### config.mk
export PLATFORM = sky130hd
export DESIGN_NAME = tmr_dual
export DESIGN_NICKNAME = d
export VERILOG_FILES = /design/src/rtl/tmr_pkg.sv /design/src/rtl/tmr_prescale.sv /design/src/rtl/tmr_chan.sv /design/src/rtl/tmr_dual.sv
export SDC_FILE = /design/constraint.sdc
export NUM_CORES = 1
export LEC_CHECK = 0
export CORE_MARGIN = 1
export CORE_UTILIZATION = 40
export CTS_BUF_LIST = sky130_fd_sc_hd__clkbuf_4
export DETAILED_ROUTE_END_ITERATION = 10
export PLACE_DENSITY_LB_ADDON = 0.05
export SLEW_MARGIN = 25
export SYNTH_ARGS = -nofsm -noshare
export SYNTH_HDL_FRONTEND = slang
export SYNTH_SLANG_ARGS = --single-unit
### constraint.sdc
create_clock -name clk -period 13.27 [get_ports clk]
set_input_delay 1.9905 -clock clk [delete_from_list [all_inputs] [get_ports clk]]
set_output_delay 1.9905 -clock clk [all_outputs]
set_load 0.01 [all_outputs]
### src/rtl/tmr_pkg.sv
package tmr_pkg;
  localparam int NSEL    = 4;
  localparam int SEL_W   = 2;
  localparam int PRE_W   = 6;
  localparam int WIN_LSB = 4;
  localparam int DIV_LOG2 [NSEL] = '{1, 3, 5, 6};

  localparam int CSR_GO   = 0;
  localparam int CSR_RUN  = 1;
  localparam int CSR_FLG  = 2;
  localparam int CSR_IE   = 3;
  localparam int CSR_AUTO = 4;
  localparam int CSR_LVL  = 5;
  localparam int CSR_SEL  = 6;

  typedef enum logic [1:0] {
    REG_CSR = 2'd0,
    REG_CNT = 2'd1,
    REG_RLA = 2'd2,
    REG_RLB = 2'd3
  } reg_e;
endpackage

### src/rtl/tmr_prescale.sv
module tmr_prescale
  import tmr_pkg::*;
(
  input  logic            clk,
  input  logic            rst_n,
  output logic [NSEL-1:0] tick_o
);
  logic [PRE_W-1:0] div_q, div_d;

  always_comb div_d = div_q + 1'b1;

  always_ff @(posedge clk or negedge rst_n) begin
    if (!rst_n) div_q <= '0;
    else        div_q <= div_d;
  end

  for (genvar i = 0; i < NSEL; i++) begin : g_sel
    localparam logic [PRE_W-1:0] MASK = PRE_W'((1 << DIV_LOG2[i]) - 1);
    assign tick_o[i] = (div_q & MASK) == MASK;
  end

  // fastest tick never fires two cycles in a row
  p_half_rate_r4: assert property (@(posedge clk) disable iff (!rst_n)
    tick_o[0] |=> !tick_o[0]);
endmodule

### src/rtl/tmr_chan.sv
module tmr_chan
  import tmr_pkg::*;
#(
  parameter int W = 32
) (
  input  logic            clk,
  input  logic            rst_n,
  input  logic [NSEL-1:0] tick_vec,
  input  logic            wr_csr,
  input  logic            wr_cnt,
  input  logic            wr_rla,
  input  logic            wr_rlb,
  input  logic [W-1:0]    wdata,
  output logic [W-1:0]    csr_o,
  output logic [W-1:0]    cnt_o,
  output logic [W-1:0]    rla_o,
  output logic [W-1:0]    rlb_o,
  output logic            irq_o,
  output logic            pin_o
);
  logic             run_q, run_d, flg_q, flg_d, ie_q, ie_d;
  logic             auto_q, auto_d, lvl_q, lvl_d, tgl_q, tgl_d;
  logic [SEL_W-1:0] sel_q, sel_d;
  logic [W-1:0]     cnt_q, cnt_d, rla_q, rla_d, rlb_q, rlb_d;
  logic             tick, wrap;

  assign tick = tick_vec[sel_q];
  assign wrap = run_q && tick && (cnt_q == '0);

  always_comb begin
    run_d = run_q; flg_d = flg_q; ie_d = ie_q; auto_d = auto_q;
    lvl_d = lvl_q; tgl_d = tgl_q; sel_d = sel_q;
    cnt_d = cnt_q; rla_d = rla_q; rlb_d = rlb_q;
    if (run_q && tick) begin
      if (cnt_q == '0) begin
        flg_d = 1'b1;
        tgl_d = ~tgl_q;
        if (auto_q) cnt_d = rla_q;
        else        run_d = 1'b0;
      end else begin
        cnt_d = cnt_q - 1'b1;
      end
    end
    if (wr_csr) begin
      run_d  = wdata[CSR_RUN];
      ie_d   = wdata[CSR_IE];
      auto_d = wdata[CSR_AUTO];
      lvl_d  = wdata[CSR_LVL];
      sel_d  = wdata[CSR_SEL +: SEL_W];
      flg_d  = (flg_q & wdata[CSR_FLG]) | wrap;
      if (wdata[CSR_RUN] && (wdata[CSR_GO] || !run_q))
        tgl_d = wdata[CSR_LVL];
      if (wdata[CSR_RUN] && wdata[CSR_GO])
        cnt_d = rla_q;
    end
    if (wr_cnt) cnt_d = wdata;
    if (wr_rla) rla_d = wdata;
    if (wr_rlb) rlb_d = wdata;
  end

  always_ff @(posedge clk or negedge rst_n) begin
    if (!rst_n) begin
      run_q <= 1'b0; flg_q <= 1'b0; ie_q <= 1'b0; auto_q <= 1'b0;
      lvl_q <= 1'b0; tgl_q <= 1'b0; sel_q <= '0;
      cnt_q <= '0; rla_q <= '0; rlb_q <= '0;
    end else begin
      run_q <= run_d; flg_q <= flg_d; ie_q <= ie_d; auto_q <= auto_d;
      lvl_q <= lvl_d; tgl_q <= tgl_d; sel_q <= sel_d;
      cnt_q <= cnt_d; rla_q <= rla_d; rlb_q <= rlb_d;
    end
  end

  always_comb begin
    csr_o = '0;
    csr_o[CSR_RUN]  = run_q;
    csr_o[CSR_FLG]  = flg_q;
    csr_o[CSR_IE]   = ie_q;
    csr_o[CSR_AUTO] = auto_q;
    csr_o[CSR_LVL]  = lvl_q;
    csr_o[CSR_SEL +: SEL_W] = sel_q;
  end
  assign cnt_o = cnt_q;
  assign rla_o = rla_q;
  assign rlb_o = rlb_q;
  assign irq_o = flg_q & ie_q;
  assign pin_o = run_q ? tgl_q : lvl_q;

  p_start_load_r3: assert property (@(posedge clk) disable iff (!rst_n)
    wr_csr && wdata[CSR_RUN] && wdata[CSR_GO] |=> run_q && cnt_q == $past(rla_q));
  p_reload_r4: assert property (@(posedge clk) disable iff (!rst_n)
    wrap && auto_q && !wr_csr && !wr_cnt |=> run_q && cnt_q == $past(rla_q));
  p_single_stop_r5: assert property (@(posedge clk) disable iff (!rst_n)
    wrap && !auto_q && !wr_csr && !wr_cnt |=> !run_q && cnt_q == '0);
  p_flag_set_r6: assert property (@(posedge clk) disable iff (!rst_n)
    wrap |=> flg_q);
  p_flag_hold_r6: assert property (@(posedge clk) disable iff (!rst_n)
    flg_q && !wr_csr |=> flg_q);
  p_irq_hold_r7: assert property (@(posedge clk) disable iff (!rst_n)
    irq_o && !wr_csr |=> irq_o);
  p_halt_hold_r9: assert property (@(posedge clk) disable iff (!rst_n)
    !run_q && !wr_csr && !wr_cnt |=> $stable(cnt_q));
  p_pin_flip_r11: assert property (@(posedge clk) disable iff (!rst_n)
    wrap && auto_q && !wr_csr |=> pin_o != $past(pin_o));
endmodule

### src/rtl/tmr_dual.sv
module tmr_dual
  import tmr_pkg::*;
#(
  parameter int NCH = 2,
  parameter int DW  = 32,
  parameter int AW  = 5
) (
  input  logic           clk,
  input  logic           rst_n,
  input  logic           bus_en,
  input  logic           bus_we,
  input  logic [AW-1:0]  bus_addr,
  input  logic [DW-1:0]  bus_wdata,
  output logic [DW-1:0]  bus_rdata,
  output logic [NCH-1:0] irq,
  output logic [NCH-1:0] tout
);
  localparam int IDX_W = AW - WIN_LSB;

  logic [1:0]       sync_q;
  logic             rst_core_n;
  logic [NSEL-1:0]  ticks;
  logic             aligned;
  logic [IDX_W-1:0] ch_idx;
  reg_e             reg_sel;
  logic [DW-1:0]    csr_a [NCH];
  logic [DW-1:0]    cnt_a [NCH];
  logic [DW-1:0]    rla_a [NCH];
  logic [DW-1:0]    rlb_a [NCH];

  always_ff @(posedge clk or negedge rst_n) begin
    if (!rst_n) sync_q <= 2'b00;
    else        sync_q <= {sync_q[0], 1'b1};
  end
  assign rst_core_n = sync_q[1];

  assign aligned = bus_addr[1:0] == 2'b00;
  assign ch_idx  = bus_addr[AW-1:WIN_LSB];
  assign reg_sel = reg_e'(bus_addr[WIN_LSB-1:2]);

  tmr_prescale u_pre (
    .clk    (clk),
    .rst_n  (rst_core_n),
    .tick_o (ticks)
  );

  for (genvar c = 0; c < NCH; c++) begin : g_ch
    logic hit_w;
    assign hit_w = bus_en && bus_we && aligned && (ch_idx == IDX_W'(c));
    tmr_chan #(.W(DW)) u_ch (
      .clk      (clk),
      .rst_n    (rst_core_n),
      .tick_vec (ticks),
      .wr_csr   (hit_w && reg_sel == REG_CSR),
      .wr_cnt   (hit_w && reg_sel == REG_CNT),
      .wr_rla   (hit_w && reg_sel == REG_RLA),
      .wr_rlb   (hit_w && reg_sel == REG_RLB),
      .wdata    (bus_wdata),
      .csr_o    (csr_a[c]),
      .cnt_o    (cnt_a[c]),
      .rla_o    (rla_a[c]),
      .rlb_o    (rlb_a[c]),
      .irq_o    (irq[c]),
      .pin_o    (tout[c])
    );
  end

  always_comb begin
    bus_rdata = '0;
    for (int c = 0; c < NCH; c++) begin
      if (bus_en && !bus_we && aligned && ch_idx == IDX_W'(c)) begin
        case (reg_sel)
          REG_CSR: bus_rdata = csr_a[c];
          REG_CNT: bus_rdata = cnt_a[c];
          REG_RLA: bus_rdata = rla_a[c];
          default: bus_rdata = rlb_a[c];
        endcase
      end
    end
  end

  p_quiet_reset_r1: assert property (@(posedge clk) disable iff (!rst_n)
    !rst_core_n |-> irq == '0 && tout == '0);
endmodule

# Yosys cells after proc, flatten, opt, wreduce, memory -nomap -nowiden
# Cells that the tools add are included.
[word_totals]
input_bits = 41
register_bits = 216
out_inout_bits = 36
[classes]
reduce_logical = 40
eq_ne = 8
bitwise_logic = 9
addsub = 3
muxes = 44
magnitude_cmp = 2
[ops]
columns = ["cell", "count"]
rows = [
  ["$mux 32", 14],
  ["$pmux 32 s3", 2],
  ["$logic_not 32->1", 2],
  ["$sub 32x1->32 const B", 2],
  ["$mux 1", 26],
  ["$logic_and 1x1->1", 23],
  ["$reduce_bool 2->1", 4],
  ["$add 6x1->6 const B", 1],
  ["$eq 6x6->1 const B", 1],
  ["$lt 2x3->1 const B", 2],
  ["$reduce_and 3->1", 2],
  ["$eq 5x5->1 const B", 1],
  ["$and 1x1->1", 4],
  ["$bmux 1 s2", 2],
  ["$eq 2x2->1 const B", 2],
  ["$logic_not 2->1", 2],
  ["$ne 2x1->1 const B", 2],
  ["$reduce_and 2->1", 2],
  ["$eq 3x3->1 const B", 1],
  ["$logic_not 1->1", 3],
  ["$not 1->1", 3],
  ["$eq 2x1->1 const B", 1],
  ["$logic_or 1x1->1", 2],
  ["$or 1x1->1", 2],
]

# Longest topological paths before layout
[logic_depth]
ltp_word = 8
ltp_mapped = 11

# Modules after synthesis
# From an unflattened synthesis, not the netlist that was laid out.
[unflattened]
hier_cells = 1363
area_unflattened_um2 = 14246.2
[modules_own_cells]
columns = ["mod", "cells_each", "seq_area_each_um2", "area_per_inst_um2", "n_inst"]
rows = [
  ["tmr_chan (g_ch[0].u_ch)", 601, 2602.5, 5982.0, 1],
  ["tmr_chan (g_ch[1].u_ch)", 606, 2602.5, 5978.2, 1],
  ["tmr_dual", 138, 50.0, 2040.7, 1],
  ["tmr_prescale", 18, 150.1, 245.2, 1],
]

# Least setup slack after synthesis
# Ideal clock, no wire load.
[synth_timing]
path_kind = "input to output"
from = "input bus_addr[3]"
to = "output bus_rdata[11]"
path_slack_ns = 7.470
t_required_ns = 11.279
arrival_time_ns = 3.809
stages = 6
cell_sequence = "clkbuf_1 -> clkbuf_1 -> clkbuf_1 -> clkbuf_1 -> a221oi_1 -> nor3_1"
[synth_via]
elab_chain_len = 4
elab_cells_between_ends = 7
classes_between = "2 x eq/ne; 4 x mux; 1 x reduce/logical"
[synth_rtl]
columns = ["item", "line", "rtl"]
rows = [
  ["from (decl)", "tmr_dual.sv:12", "input logic [AW-1:0] bus_addr,"],
  ["$eq 2x2->1, or another cell as far along", "tmr_dual.sv:72", "case (reg_sel)"],
  ["$pmux 32 s3", "tmr_dual.sv:72", ""],
  ["$mux 32", "tmr_dual.sv:71", "if (bus_en && !bus_we && aligned && ch_idx == IDX_W'(c)) begin"],
  ["$mux 32 (*)", "tmr_dual.sv:71", ""],
  ["to (decl)", "tmr_dual.sv:14", "output logic [DW-1:0] bus_rdata,"],
]
# Every way passes the cells marked *; elsewhere a longest branch is shown, timed or not.

# Final worst setup path
[layout_timing]
from = "input bus_addr[3]"
to = "output bus_rdata[30]"
# Same word-level chain as after synthesis.

==> metrics.cfg <==
[outcome]
status=complete, no violations

[place]
gp_congestion=0.9018
dp.cells=1749
port_buffers=76
hpwl_microns=33430
dp_slack_ps=6535
dpl_cell_area_sq_mm=0.01435

[grt]
grt_pass1_vias=11440
grtUsageTotal_pct=30.02
grt_max_degree=76
grt-ovfl-total=0
grt_pass1_wl_microns=75140
antenna_found_initial=1

[sta]
finalSetupTns_ps=0
worst_slew_pin_slew_ps=1055
fin_ws_ps=6490
clock_skew_ps=46.90
fmax_mhz=147.5
rsz0062_at_grt=false
fin_crit_ps=6780
finalSetupViolCount=0
fin_hold_ws_ps=241.7
hold_violations=0
drv_slew=0
fin_crit_sh_pct=51.09
relSlewSlack_pct=29.66

[power_and_ir_drop]
p_total_mw=1.983
power-per-cell-area_mw_per_mm2=130.6
irDropWorstVdd_v=0.00007085
p_leak_nw=6.037

[floorplan]
die-height_microns=183.8
die_w_microns=183.8
core.rowCount=66
fp.coreArea_sq_mm=0.03254
num_io_pins=77
dieArea_sq_mm=0.03378
initial_core_util_pct=40.62

[job]
drv_cap=0

[setup_path]
arrival_ps=4790
end_kind=output port
start_kind=input port
worstSetupPathType=in -> out
critPathRequiredTime_ps=11280
critPathMaxFanout=73

[synthesis]
ys_warn_count=0
syn_area_sq_mm=0.01322
synth_edf_count=0
ys_ff_latch=216
syn_nets=1359
yosysTopAreaCellShare_pct=40.89
ys_seq_area_share_pct=40.89
yosysTopAreaCell=dfrtp_1
syn_inst=1311
avgSynthCellArea_sq_um=10.08
yosys-top-cells-area=dfrtp_1 41%, mux2_2 16%, a221oi_1 3.8%
synth_cell_types=81
async_flop_share_pct=100.0
ys_dominant_reg_cell=dfrtp_1

[clock_network]
clk_path_buf_depth=3
cts_hold_buf=0
path_clk_slew_ps=60
cts_resized=0
cts_setup_buffers=0
cts_tree=done
cts_root_buffer=clkbuf_4
cts_sinks=216
htreeDepth=3
clock_latency_ps=700
cts_made_buffers=66

[final_layout]
final_nets=1424
drive_gt1_share_pct=25.99
final_cell_mix=215 x dfrtp_1, 191 x mux2_2, 95 x clkbuf_4
layout_commonest_cell=dfrtp_1
layout.cells.non_filler=1859
final_area_sq_mm=0.01518
syn2layout_area_growth_pct=14.86
post-route-util_pct=46.66

[detailed_routing]
avgViaCountPerCell=6.402
final_antenna_net_count=0
drt-initial-drc-count=1256
wl_per_cell_microns=26.57
vias=11902
finalWirelength_microns=49400
drt_first_pass_iters=5
drc_errors=0

[hold_path]
hp-class=reg -> async

==> metal layers <==
metal / vias up / routed length [microns] / global-route usage (%)
met4: 0 / 1452 / 10.50
li1: 5306 / - / -
met5: - / 0 / 0
met1: 5963 / 22580 / 43.72
met2: 547 / 21750 / 44.83
met3: 86 / 3612 / 4.893
==> cell type report <==
cell class / instances / area [sq um]
Tap cell: 442 / 553.0
Fill cell: 3252 / 17350
Sequential cell: 216 / 5409
Clock inverter: 13 / 101.3
Timing Repair Buffer: 108 / 1001
Inverter: 21 / 78.83
Clock buffer: 95 / 713.2
Multi-Input combinational cell: 963 / 7323
Antenna cell: 1 / 2.502
==> path summary, 6_finish.rpt <==
check                                      startpoint                endpoint  slack [ps]  depth (start not counted)
worst max-delay path                      bus_addr[3]           bus_rdata[30]        6490                          7
worst min-delay path                        sync_q[1]  g_ch[1].u_ch.cnt_o[27]         240                          0
worst max register to register  g_ch[0].u_ch.cnt_o[3]   g_ch[0].u_ch.cnt_o[8]        9620                          7
worst min register to register              sync_q[1]  g_ch[1].u_ch.cnt_o[27]         240                          0
max in group asynchronous                   sync_q[1]   g_ch[0].u_ch.rlb_o[9]       11090                          2
min in group clk                            sync_q[0]               sync_q[1]         350                          0
==> worst max-delay path: stages <==
cell and delay, ps:
buf_2 100, buf_4 370, nor2b_4 500, buf_4 510
a221oi_1 170, nor3_1 480, clkdlybuf4s50_1 640
==> kinds of logic (layout without fill, tap and decap cells) <==
kind of cell	after synthesis	count (layout)	share of synthesized area, %
mux	223	223	20.02
fa+ha+maj	7	7	0.6626
other cells	1	2	0.02837
xor+xnor	8	8	0.5300
compound gates	378	378	19.74
flops	216	216	40.89
simple gates	346	346	14.07
buf+inv	132	237	4.061
==> power by group <==
part	switching, mW	internal, mW
sequential	0.153	0.763
clock	0.302	0.364
combinational	0.206	0.195
==> synthesized netlist by cell type, types with 7 or more instances <==
cell,instances
dfrtp_1,216
mux2_2,191
clkbuf_1,85
nand2_1,77
nor2_1,60
a21oi_1,59
o21ai_0,59
a221oi_1,57
nor3_1,55
o22ai_1,46
nand3_1,25
a31oi_1,24
a22oi_1,22
nor4_1,22
inv_1,21
mux2i_1,18
or3_1,16
nand4_1,15
and3_1,14
mux4_2,14
or4_1,13
buf_1,11
o31ai_1,10
o41ai_1,10
buf_2,9
a211oi_1,8
o211ai_1,8
o21ai_1,8
ha_1,7
==> registers in the layout, summed over array words and instances, names as in the netlist <==
signal,count
g_ch.u_ch.rla_o,64
u_pre.div_q,6
sync_q,2
g_ch.u_ch.ie_q,2
g_ch.u_ch.run_q,2
g_ch.u_ch.rlb_o,64
g_ch.u_ch.auto_q,2
g_ch.u_ch.flg_q,2
g_ch.u_ch.lvl_q,2
g_ch.u_ch.sel_q,4
g_ch.u_ch.tgl_q,2
g_ch.u_ch.cnt_o,64
Note: power is estimated with default switching activity, not from simulation.
